## src/rtl/swapdma_pkg.sv

```systemverilog
package swapdma_pkg;

  typedef enum logic [1:0] {
    ST_IDLE,
    ST_REQ,
    ST_DATA,
    ST_DONE
  } dmaState_t;

  typedef struct packed {
    logic load;        // capture a new request
    logic startBurst;  // burst acknowledged, load halfword counter
    logic beatStep;    // one halfword moved
    logic advance;     // burst finished, step address and remaining count
  } dpCtl_t;

endpackage

```

## src/rtl/swapdma_datapath.sv

```systemverilog
module swapdma_datapath
  import swapdma_pkg::*;
#(
  parameter int AW        = 32,
  parameter int LW        = 16,
  parameter int DW        = 16,
  parameter int MAX_BURST = 64
) (
  input  logic          clk,
  input  logic          rstN,
  input  dpCtl_t        ctl,
  input  logic [AW-1:0] reqOffset,
  input  logic [LW-1:0] reqLen,
  input  logic          reqSwap,
  input  logic [AW-1:0] baseAddr,
  input  logic [DW-1:0] inData,
  output logic [DW-1:0] outData,
  output logic [AW-1:0] burstAddr,
  output logic [LW-1:0] burstLen,
  output logic          lenZeroIn,
  output logic          lastBeat,
  output logic          lastBurst
);
  localparam int NB = DW / 8;
  localparam logic [LW-1:0] MAX_L = LW'(MAX_BURST);

  logic [AW-1:0] addrR;
  logic [LW-1:0] remR;
  logic [LW-1:0] beatsR;
  logic          swapR;
  logic [AW-1:0] formedAddr;
  logic [LW-1:0] formedLen;
  logic [LW-1:0] curLen;
  logic [LW:0]   beatsCalc;
  logic [DW-1:0] swapped;

  // Request shaping: OR the offset into the base, then round in swap mode.
  always_comb begin
    formedAddr = reqOffset | baseAddr;
    formedLen  = reqLen;
    if (reqSwap) begin
      formedAddr[0] = 1'b0;
      formedLen[0]  = 1'b0;
    end
  end

  assign lenZeroIn = (formedLen == '0);

  // Burst sizing: capped only in swap mode.
  assign curLen    = (swapR && (remR > MAX_L)) ? MAX_L : remR;
  assign beatsCalc = ({1'b0, curLen} + 1'b1) >> 1;
  assign lastBurst = (remR == curLen);
  assign lastBeat  = (beatsR == LW'(1));

  always_ff @(posedge clk or negedge rstN) begin
    if (!rstN) begin
      addrR  <= '0;
      remR   <= '0;
      beatsR <= '0;
      swapR  <= 1'b0;
    end else begin
      if (ctl.load) begin
        addrR <= formedAddr;
        remR  <= formedLen;
        swapR <= reqSwap;
      end else if (ctl.advance) begin
        addrR <= addrR + AW'(curLen);
        remR  <= remR - curLen;
      end
      if (ctl.startBurst)    beatsR <= beatsCalc[LW-1:0];
      else if (ctl.beatStep) beatsR <= beatsR - 1'b1;
    end
  end

  // Byte lane reversal inside each halfword.
  for (genvar b = 0; b < NB; b++) begin : g_lane
    assign swapped[b*8 +: 8] = inData[(b ^ 1)*8 +: 8];
  end

  assign outData   = swapR ? swapped : inData;
  assign burstAddr = addrR;
  assign burstLen  = curLen;

  assert_addr_even_R2: assert property (@(posedge clk) disable iff (!rstN)
    (swapR && remR != '0) |-> (addrR[0] == 1'b0 && remR[0] == 1'b0));

  assert_burst_cap_R5: assert property (@(posedge clk) disable iff (!rstN)
    swapR |-> (curLen <= MAX_L));

endmodule

```

## src/rtl/swapdma_ctrl.sv

```systemverilog
module swapdma_ctrl
  import swapdma_pkg::*;
(
  input  logic   clk,
  input  logic   rstN,
  input  logic   reqValid,
  input  logic   burstAck,
  input  logic   inValid,
  input  logic   outReady,
  input  logic   lenZeroIn,
  input  logic   lastBeat,
  input  logic   lastBurst,
  output dpCtl_t ctl,
  output logic   reqReady,
  output logic   burstValid,
  output logic   inReady,
  output logic   outValid,
  output logic   done
);
  dmaState_t state, nextState;
  logic      beatFire;

  assign reqReady   = (state == ST_IDLE);
  assign burstValid = (state == ST_REQ);
  assign inReady    = (state == ST_DATA) && outReady;
  assign outValid   = (state == ST_DATA) && inValid;
  assign done       = (state == ST_DONE);
  assign beatFire   = (state == ST_DATA) && inValid && outReady;

  always_comb begin
    nextState      = state;
    ctl            = '0;
    ctl.load       = reqReady && reqValid;
    ctl.startBurst = burstValid && burstAck;
    ctl.beatStep   = beatFire;
    ctl.advance    = beatFire && lastBeat;
    unique case (state)
      ST_IDLE: if (reqValid) nextState = lenZeroIn ? ST_DONE : ST_REQ;
      ST_REQ:  if (burstAck) nextState = ST_DATA;
      ST_DATA: if (beatFire && lastBeat) nextState = lastBurst ? ST_DONE : ST_REQ;
      ST_DONE: nextState = ST_IDLE;
      default: nextState = ST_IDLE;
    endcase
  end

  always_ff @(posedge clk or negedge rstN) begin
    if (!rstN) state <= ST_IDLE;
    else       state <= nextState;
  end

  assert_done_pulse_R8: assert property (@(posedge clk) disable iff (!rstN)
    done |=> !done);

  assert_ready_idle_R8: assert property (@(posedge clk) disable iff (!rstN)
    (reqReady && reqValid) |=> !reqReady);

  assert_no_data_in_req_R9: assert property (@(posedge clk) disable iff (!rstN)
    outValid |-> !burstValid);

endmodule

```

## src/rtl/swapdma_top.sv

```systemverilog
module swapdma_top
  import swapdma_pkg::*;
#(
  parameter int AW        = 32,
  parameter int LW        = 16,
  parameter int DW        = 16,
  parameter int MAX_BURST = 64
) (
  input  logic          clk,
  input  logic          rstN,
  input  logic          reqValid,
  output logic          reqReady,
  input  logic [AW-1:0] reqOffset,
  input  logic [LW-1:0] reqLen,
  input  logic          reqSwap,
  input  logic [AW-1:0] baseAddr,
  input  logic          inValid,
  output logic          inReady,
  input  logic [DW-1:0] inData,
  output logic          burstValid,
  input  logic          burstAck,
  output logic [AW-1:0] burstAddr,
  output logic [LW-1:0] burstLen,
  output logic          outValid,
  input  logic          outReady,
  output logic [DW-1:0] outData,
  output logic          done
);
  dpCtl_t ctl;
  logic   lenZeroIn, lastBeat, lastBurst;

  swapdma_ctrl u_ctrl (
    .clk(clk), .rstN(rstN), .reqValid(reqValid), .burstAck(burstAck),
    .inValid(inValid), .outReady(outReady), .lenZeroIn(lenZeroIn),
    .lastBeat(lastBeat), .lastBurst(lastBurst), .ctl(ctl),
    .reqReady(reqReady), .burstValid(burstValid), .inReady(inReady),
    .outValid(outValid), .done(done)
  );

  swapdma_datapath #(.AW(AW), .LW(LW), .DW(DW), .MAX_BURST(MAX_BURST)) u_dp (
    .clk(clk), .rstN(rstN), .ctl(ctl), .reqOffset(reqOffset), .reqLen(reqLen),
    .reqSwap(reqSwap), .baseAddr(baseAddr), .inData(inData), .outData(outData),
    .burstAddr(burstAddr), .burstLen(burstLen), .lenZeroIn(lenZeroIn),
    .lastBeat(lastBeat), .lastBurst(lastBurst)
  );

  assert_req_hold_R7: assert property (@(posedge clk) disable iff (!rstN)
    (burstValid && !burstAck) |=> (burstValid && $stable(burstAddr) && $stable(burstLen)));

  assert_ready_follow_R9: assert property (@(posedge clk) disable iff (!rstN)
    inReady |-> outReady);

endmodule

```

## config.mk

```make
export PLATFORM = sky130hd
export DESIGN_NAME = swapdma_top
export DESIGN_NICKNAME = d
export VERILOG_FILES = /design/src/rtl/swapdma_pkg.sv /design/src/rtl/swapdma_datapath.sv /design/src/rtl/swapdma_ctrl.sv /design/src/rtl/swapdma_top.sv
export SDC_FILE = /design/constraint.sdc
export NUM_CORES = 1
export LEC_CHECK = 0
export BUFFER_PORTS_ARGS = -buffer_cell sky130_fd_sc_hd__buf_2
export CAP_MARGIN = 30
export CORE_MARGIN = 5
export CORE_UTILIZATION = 57
export CTS_CLUSTER_DIAMETER = 200
export DETAILED_ROUTE_END_ITERATION = 16
export PLACE_DENSITY = 0.88
export SLEW_MARGIN = 5
export SYNTH_ARGS = -nofsm -noshare
export SYNTH_HDL_FRONTEND = slang
export SYNTH_SLANG_ARGS = --single-unit
```

## constraint.sdc

```tcl
create_clock -name clk -period 6.68 [get_ports clk]
set_input_delay 1.336 -clock clk [delete_from_list [all_inputs] [get_ports clk]]
set_output_delay 1.336 -clock clk [all_outputs]
set_load 0.01 [all_outputs]
```

# == Word level (Yosys, flattened, before mapping) ==
# Cells that the tools add are included.
# Widths: inputs -> output; s select.
# word_totals
latchBits,0
reg_bits,67
input_bits,103
rom_bits,0
n_memories,0
ram_bits,0
# classes
n_mul,0
bitwise_logic,1
shift,0
n_addsub,4
reduce_logical,12
mux,16
n_div,0
n_eq_ne,8
n_lt_le_gt_ge,1
# ops
cell,n
$mux 16,6
$mux 32,2
$add 32x16->32,1
$or 32x32->32,1
$add 16x1->17 const B,1
$eq 16x1->1 const B,1
$eq 16x16->1,1
$gt 16x7->1 const B,1
$logic_not 16->1,1
$sub 16x1->16 const B,1
$sub 16x16->16,1
$mux 2,5
$pmux 2 s4,1
$logic_and 1x1->1,7
$ne 2x2->1 const B,3
$eq 2x2->1 const B,2
$reduce_bool 2->1,2
$reduce_and 3->1,1
$eq 2x1->1 const B,1
$logic_not 2->1,1
$mux 1,2

# == Logic depth before layout (Yosys ltp) ==
# logic_depth
ltp_word,7
ltp_mapped,15
ltp_nobuf,13

# == Modules after synthesis ==
# Synthesis repeated with hierarchy kept, for this count alone.
# hier_totals
cells_unflattened,621
hier_area_um2,5053.6
# by_module_without_submodules
module,seq_area_each_um2,area_per_inst_um2,cells_per_inst,n_inst
swapdma_datapath,1626.6,4878.4,602,1
swapdma_ctrl,50.0,175.2,19,1

# == Least setup slack after synthesis ==
# Ideal clock, no wire load.
# synth_path
path_kind,reg-to-reg
from,register u_dp.remR[13]
to,register u_dp.addrR[30] (netlist: u_dp.burstAddr[30])
path_stages_with_launch,15
synth_period_minus_slack_ps,4033
n_path_buf,1
arrival_ps,3939
required_time_ps,6586
setup_ps,94
setup_slack_ps,2647
cell_sequence,dfrtp_1 > or4_4 > or3_4 > o21ai_2 > buf_2 > and2_1 > ha_1 > inv_1 > fa_1 > nor2b_1 > o31a_1 > o21ai_1 > a2111oi_0 > xnor2_1 > a211oi_1
# synth_via
elab_chain_cells,6
# synth_rtl
item,line_no,rtl
"start, declared",swapdma_datapath.sv:28,logic [LW-1:0] remR;
"start signal, assigned",swapdma_datapath.sv:64,remR <= formedLen;
"start signal, assigned",swapdma_datapath.sv:68,remR <= remR - curLen;
$gt 16x7->1,swapdma_datapath.sv:50,assign curLen = (swapR && (remR > MAX_L)) ? MAX_L : remR;
$logic_and 1x1->1,swapdma_datapath.sv:50,
$mux 16,swapdma_datapath.sv:50,
named net burstLen[0],swapdma_top.sv:23,"output logic [LW-1:0] burstLen,"
$add 32x16->32,swapdma_datapath.sv:67,addrR <= addrR + AW'(curLen);
$mux 32,swapdma_datapath.sv:66,end else if (ctl.advance) begin
$mux 32,swapdma_datapath.sv:62,if (ctl.load) begin
"end signal, assigned",swapdma_datapath.sv:63,addrR <= formedAddr;
"end signal, assigned",swapdma_datapath.sv:67,
"end, declared",swapdma_datapath.sv:27,logic [AW-1:0] addrR;
# The timed path passes the listed nets, and every way through them passes these cells. The select of a mux whose other input is x is not followed.
# A chain may end at the register's enable or synchronous reset.

# == Worst setup path after layout ==
# layout_path
from,register u_dp.remR[7]
to,register u_dp.addrR[21] (netlist: u_dp.burstAddr[21])
# layout_via
elab_chain_cells,6
# layout_rtl
item,line_no
$gt 16x7->1,swapdma_datapath.sv:50
$logic_and 1x1->1,swapdma_datapath.sv:50
$mux 16 (*),swapdma_datapath.sv:50
$add 32x16->32 (*),swapdma_datapath.sv:67
$mux 32 (*),swapdma_datapath.sv:66
$mux 32 (*),swapdma_datapath.sv:62
# Mark *: on every way between the ends. The rest lies on a longest branch, timed or not. The select of a mux whose other input is x is not followed.

==> impl_metrics.prom <==
# TYPE chip_impl_metric gauge
chip_impl_metric{name="critical_path.max_fanout",unit=""} 15
chip_impl_metric{name="distinct_cells_synth",unit=""} 73
chip_impl_metric{name="cellLeakagePower",unit="uW"} 0.00288
chip_impl_metric{name="maxCapViolCount",unit=""} 0
chip_impl_metric{name="post_drt_wl_per_cell",unit="um"} 20.2
chip_impl_metric{name="final_util",unit="%"} 71.8
chip_impl_metric{name="ant_nets",unit=""} 0
chip_impl_info{name="min-delay-start",value="u_dp.beatsR[5]"} 1
chip_impl_metric{name="final_net_count",unit=""} 931
chip_impl_metric{name="grt_util_all_layers",unit="%"} 32.2
chip_impl_info{name="timing.rr.end",value="u_dp.burstAddr[21]"} 1
chip_impl_metric{name="final_layout_size_suffix_gt1_share",unit="%"} 28.4
chip_impl_info{name="rsz0062_at_grt",value="false"} 1
chip_impl_metric{name="vias_per_cell",unit=""} 6.42
chip_impl_metric{name="r2r_setup_slack",unit="ns"} 1.86
chip_impl_metric{name="cp_num_buf_inv",unit=""} 0
chip_impl_metric{name="final.min_clock_period",unit="ns"} 4.82
chip_impl_metric{name="slew-limit-headroom",unit="%"} 47.7
chip_impl_metric{name="share_of_synthesized_registers_carrying_an_async_set_or_reset",unit="%"} 100
chip_impl_metric{name="routed-via-count",unit=""} 6039
chip_impl_metric{name="die_w",unit="um"} 108
chip_impl_metric{name="final-max-slew-violation-count",unit=""} 0
chip_impl_metric{name="hold_fix_buffer_count_after_cts",unit=""} 0
chip_impl_metric{name="drt-pass1-iter-count",unit=""} 6
chip_impl_metric{name="crit_arrival",unit="ns"} 5.04
chip_impl_metric{name="pre_cts_ws",unit="ns"} 2.10
chip_impl_metric{name="synthesized_flop_and_latch_total",unit=""} 67
chip_impl_metric{name="peak_ir_drop_on_the_vdd_network",unit="mV"} 0.389
chip_impl_metric{name="grt_pass1_wl",unit="um"} 29800
chip_impl_info{name="criticalPathCategory",value="register to register"} 1
chip_impl_metric{name="cts.repair_timing.setup_buffer_count",unit=""} 0
chip_impl_info{name="path_cells",value="or4_1 -> or3_4 -> o21ai_2 -> nand2b_1 -> ha_1 -> a2111oi_0 -> o21ai_1 -> a311oi_2 -> a21oi_1 -> a311oi_1 -> a211oi_1"} 1
chip_impl_info{name="cts_tree",value="built"} 1
chip_impl_metric{name="number_of_synthesized_flops_with_an_enable_pin",unit=""} 0
chip_impl_metric{name="yosys_warnings",unit=""} 0
chip_impl_metric{name="floorplan.io_pins",unit=""} 172
chip_impl_metric{name="grt_pass1_vias",unit=""} 5942
chip_impl_metric{name="final_min_period_over_clock_period",unit="%"} 72.1
chip_impl_info{name="synthFlopType",value="sky130_fd_sc_hd__dfrtp_1"} 1
chip_impl_metric{name="syn2layout_area_growth",unit="%"} 22.0
chip_impl_info{name="run_status",value="completed"} 1
chip_impl_metric{name="setup-tns-final",unit="ns"} 0
chip_impl_metric{name="worst_ep_required_time",unit="ns"} 6.90
chip_impl_info{name="hold_path_class",value="register to register"} 1
chip_impl_metric{name="htreeDepth",unit=""} 3
chip_impl_metric{name="ctsResizeCount",unit=""} 0
chip_impl_metric{name="die_h",unit="um"} 108
chip_impl_metric{name="place_congestion",unit=""} 0.992
chip_impl_metric{name="numPlacedInstances",unit=""} 924
chip_impl_metric{name="fin_ws",unit="ns"} 1.86
chip_impl_metric{name="initialDrtViolationCount",unit=""} 473
chip_impl_metric{name="timing_hold_violations_final",unit=""} 0
chip_impl_metric{name="globalRouteOverflowTotal",unit=""} 0
chip_impl_info{name="r2r-start",value="u_dp.remR[7]"} 1
chip_impl_metric{name="antenna_cells",unit=""} 0
chip_impl_metric{name="drcViolationCount",unit=""} 0
chip_impl_metric{name="timing.fmax",unit="GHz"} 0.208
chip_impl_info{name="crit_path_start_kind",value="register"} 1
chip_impl_metric{name="number_of_antenna_violations_at_the_first_check_in_global_routing",unit=""} 0
chip_impl_metric{name="setup_viol_count_final",unit=""} 0
chip_impl_metric{name="port_buffer_count",unit=""} 171
chip_impl_metric{name="critical-path-max-stage-delay",unit="ns"} 0.61
chip_impl_metric{name="initial_core_util",unit="%"} 58.8
chip_impl_metric{name="routed_wl",unit="um"} 19000
chip_impl_info{name="crit_family",value="compound AO/OA/AOI/OAI gates"} 1
chip_impl_metric{name="insertion_delay",unit="ns"} 0.36
chip_impl_info{name="crit_path_max_delay_cell_type",value="sky130_fd_sc_hd__or4_1"} 1
chip_impl_info{name="timing.critical_path.to_type",value="register"} 1
chip_impl_metric{name="max-clock-path-buffers",unit=""} 2
chip_impl_metric{name="die_area",unit="sq um"} 11600
chip_impl_info{name="cts.root.buffer_cell",value="sky130_fd_sc_hd__clkbuf_8"} 1
chip_impl_info{name="worst_hold_path_endpoint",value="u_dp.beatsR[5]"} 1
chip_impl_metric{name="post_synth_instance_area",unit="sq um"} 5460
chip_impl_metric{name="standard_cell_rows",unit=""} 35
chip_impl_metric{name="final_cells",unit=""} 941
chip_impl_metric{name="core",unit="sq um"} 9280
chip_impl_metric{name="p_per_cell_area",unit="nW/um^2"} 559
chip_impl_metric{name="worstMarginPinSlew",unit="ns"} 0.785
chip_impl_metric{name="grt_max_degree",unit=""} 68
chip_impl_metric{name="synthesis.area_per_instance",unit="sq um"} 8.39
chip_impl_metric{name="cts.reportedPaths.clkPinSlew",unit="ns"} 0.09
chip_impl_metric{name="worstHoldPathCells",unit=""} 1
chip_impl_metric{name="part_of_the_yosys_area_used_for_sequential_elements",unit="%"} 30.7
chip_impl_metric{name="number_of_sinks_handled_by_clock_tree_synthesis",unit=""} 67
chip_impl_metric{name="dp_hpwl",unit="um"} 14200
chip_impl_metric{name="worst_reg_to_reg_cells",unit=""} 11
chip_impl_metric{name="finalClockSkew",unit="ns"} 0.0117
chip_impl_metric{name="synth.net_count",unit=""} 775
chip_impl_metric{name="post_synth_inst_count",unit=""} 651
chip_impl_metric{name="cts_buffers",unit=""} 9
[cells in the mapped netlist (6+ instances only)]
cell | count | share of area (%)
sky130_fd_sc_hd__nand2_1 | 42 | 2.9
sky130_fd_sc_hd__dfrtp_1 | 67 | 31
sky130_fd_sc_hd__o21ai_0 | 33 | 3.0
sky130_fd_sc_hd__nor4_1 | 11 | 1.3
sky130_fd_sc_hd__mux2_2 | 17 | 3.5
sky130_fd_sc_hd__nand4_1 | 12 | 1.4
sky130_fd_sc_hd__and2_1 | 10 | 1.1
sky130_fd_sc_hd__a211oi_1 | 11 | 1.5
sky130_fd_sc_hd__mux2i_1 | 6 | 1.1
sky130_fd_sc_hd__a21oi_1 | 45 | 4.1
sky130_fd_sc_hd__ha_1 | 20 | 4.6
sky130_fd_sc_hd__nand3_1 | 23 | 2.1
sky130_fd_sc_hd__a31oi_1 | 10 | 1.1
sky130_fd_sc_hd__xnor2_1 | 31 | 5.0
sky130_fd_sc_hd__a21o_1 | 9 | 1.2
sky130_fd_sc_hd__inv_1 | 25 | 1.7
sky130_fd_sc_hd__o32ai_1 | 11 | 1.8
sky130_fd_sc_hd__and3_1 | 12 | 1.4
sky130_fd_sc_hd__nor2b_1 | 11 | 1.3
sky130_fd_sc_hd__nor3_1 | 36 | 3.3
sky130_fd_sc_hd__or3_1 | 8 | 0.92
sky130_fd_sc_hd__xor2_1 | 14 | 2.2
sky130_fd_sc_hd__clkbuf_1 | 20 | 1.4
sky130_fd_sc_hd__o211ai_1 | 10 | 1.4
sky130_fd_sc_hd__buf_2 | 8 | 0.73
sky130_fd_sc_hd__nor2_1 | 50 | 3.4
[layer usage]
layer | part of all wire (%) | global-route usage [%] | vias up | routed length (um)
met1 | 39 | 40.5 | 2858 | 7350
met5 | 0 | 0 | - | 0
li1 | - | - | 2761 | -
met2 | 49 | 54.2 | 361 | 9290
met4 | 3.3 | 13.3 | 0 | 622
met3 | 9.0 | 5.94 | 59 | 1710
[metrics by stage]
stage	power [uW]	hold slack, ns	cell area, sq um
after floorplan	2510	0.448	5460
after global placement	3130	0.469	6390
after detailed placement	3210	0.476	6390
after CTS	3670	0.488	6640
after global routing	3990	0.510	6660
final	3720	0.481	6660
[flip-flops by register name, summed over array words and instances (netlist names)]
signal	flops
u_dp.burstAddr	32
u_dp.beatsR	16
u_dp.remR	16
u_ctrl.state	2
u_dp.swapR	1
[cells in the final DEF, fill, tap and decap left out, types with 6 or more instances in the layout]
master	instances
sky130_fd_sc_hd__a211oi_1	11
sky130_fd_sc_hd__a21o_1	9
sky130_fd_sc_hd__a21oi_1	45
sky130_fd_sc_hd__a31oi_1	10
sky130_fd_sc_hd__and2_1	10
sky130_fd_sc_hd__and3_1	12
sky130_fd_sc_hd__buf_2	171
sky130_fd_sc_hd__buf_4	6
sky130_fd_sc_hd__clkbuf_8	9
sky130_fd_sc_hd__dfrtp_1	67
sky130_fd_sc_hd__ha_1	20
sky130_fd_sc_hd__inv_1	25
sky130_fd_sc_hd__mux2_2	17
sky130_fd_sc_hd__mux2i_1	6
sky130_fd_sc_hd__nand2_1	42
sky130_fd_sc_hd__nand3_1	23
sky130_fd_sc_hd__nand4_1	12
sky130_fd_sc_hd__nor2_1	50
sky130_fd_sc_hd__nor2b_1	11
sky130_fd_sc_hd__nor3_1	36
sky130_fd_sc_hd__nor4_1	11
sky130_fd_sc_hd__o211ai_1	10
sky130_fd_sc_hd__o21ai_0	33
sky130_fd_sc_hd__o32ai_1	11
sky130_fd_sc_hd__or3_1	8
sky130_fd_sc_hd__xnor2_1	31
sky130_fd_sc_hd__xor2_1	14
[worst reg2reg max path, stage by stage, from the launching register on]
cell	delay [ns]
sky130_fd_sc_hd__dfrtp_1	0.43
sky130_fd_sc_hd__or4_1	0.61
sky130_fd_sc_hd__or3_4	0.39
sky130_fd_sc_hd__o21ai_2	0.60
sky130_fd_sc_hd__nand2b_1	0.19
sky130_fd_sc_hd__ha_1	0.39
sky130_fd_sc_hd__a2111oi_0	0.47
sky130_fd_sc_hd__o21ai_1	0.26
sky130_fd_sc_hd__a311oi_2	0.60
sky130_fd_sc_hd__a21oi_1	0.24
sky130_fd_sc_hd__a311oi_1	0.39
sky130_fd_sc_hd__a211oi_1	0.10
[kinds of logic after synthesis]
family	count (synthesis)	synth area share, %
simple gates	248	24.2
compound gates	188	24.1
other cells	1	0.0687
flops	67	30.7
fa+ha+maj	21	4.95
mux	23	4.60
buf+inv	58	4.19
xor+xnor	45	7.22
[worst max path at each step]
stage / from / endpoint / slack (ns) / cells past startpoint
after floorplan: u_dp.remR[13] / u_dp.burstAddr[30] / 2.65 / 14
after global placement: u_dp.remR[13] / u_dp.burstAddr[25] / 2.25 / 11
after detailed placement: u_dp.remR[13] / u_dp.burstAddr[28] / 2.10 / 13
after CTS: u_dp.remR[13] / u_dp.burstAddr[21] / 2.00 / 11
after global routing: u_dp.remR[7] / u_dp.burstAddr[21] / 1.64 / 11
final: u_dp.remR[7] / u_dp.burstAddr[21] / 1.86 / 11
[area by class of cell]
cell class                 instances  area [sq um]
sequential                        67          1680
clock buffer                       9           124
tap                              129           161
fill                             770          2620
timing repair buffer             178           921
clock inverter                     7           125
inverter                          25          93.8
multi-input combinational        526          3560
[where the power goes]
part	internal [uW]	switching, uW	leakage (uW)
combinational	949	1440	0.00200
clock	251	182	0.000124
sequential	601	303	0.000762
total	1800	1920	0.00288
No activity file was read; power rests on OpenSTA's default activity.
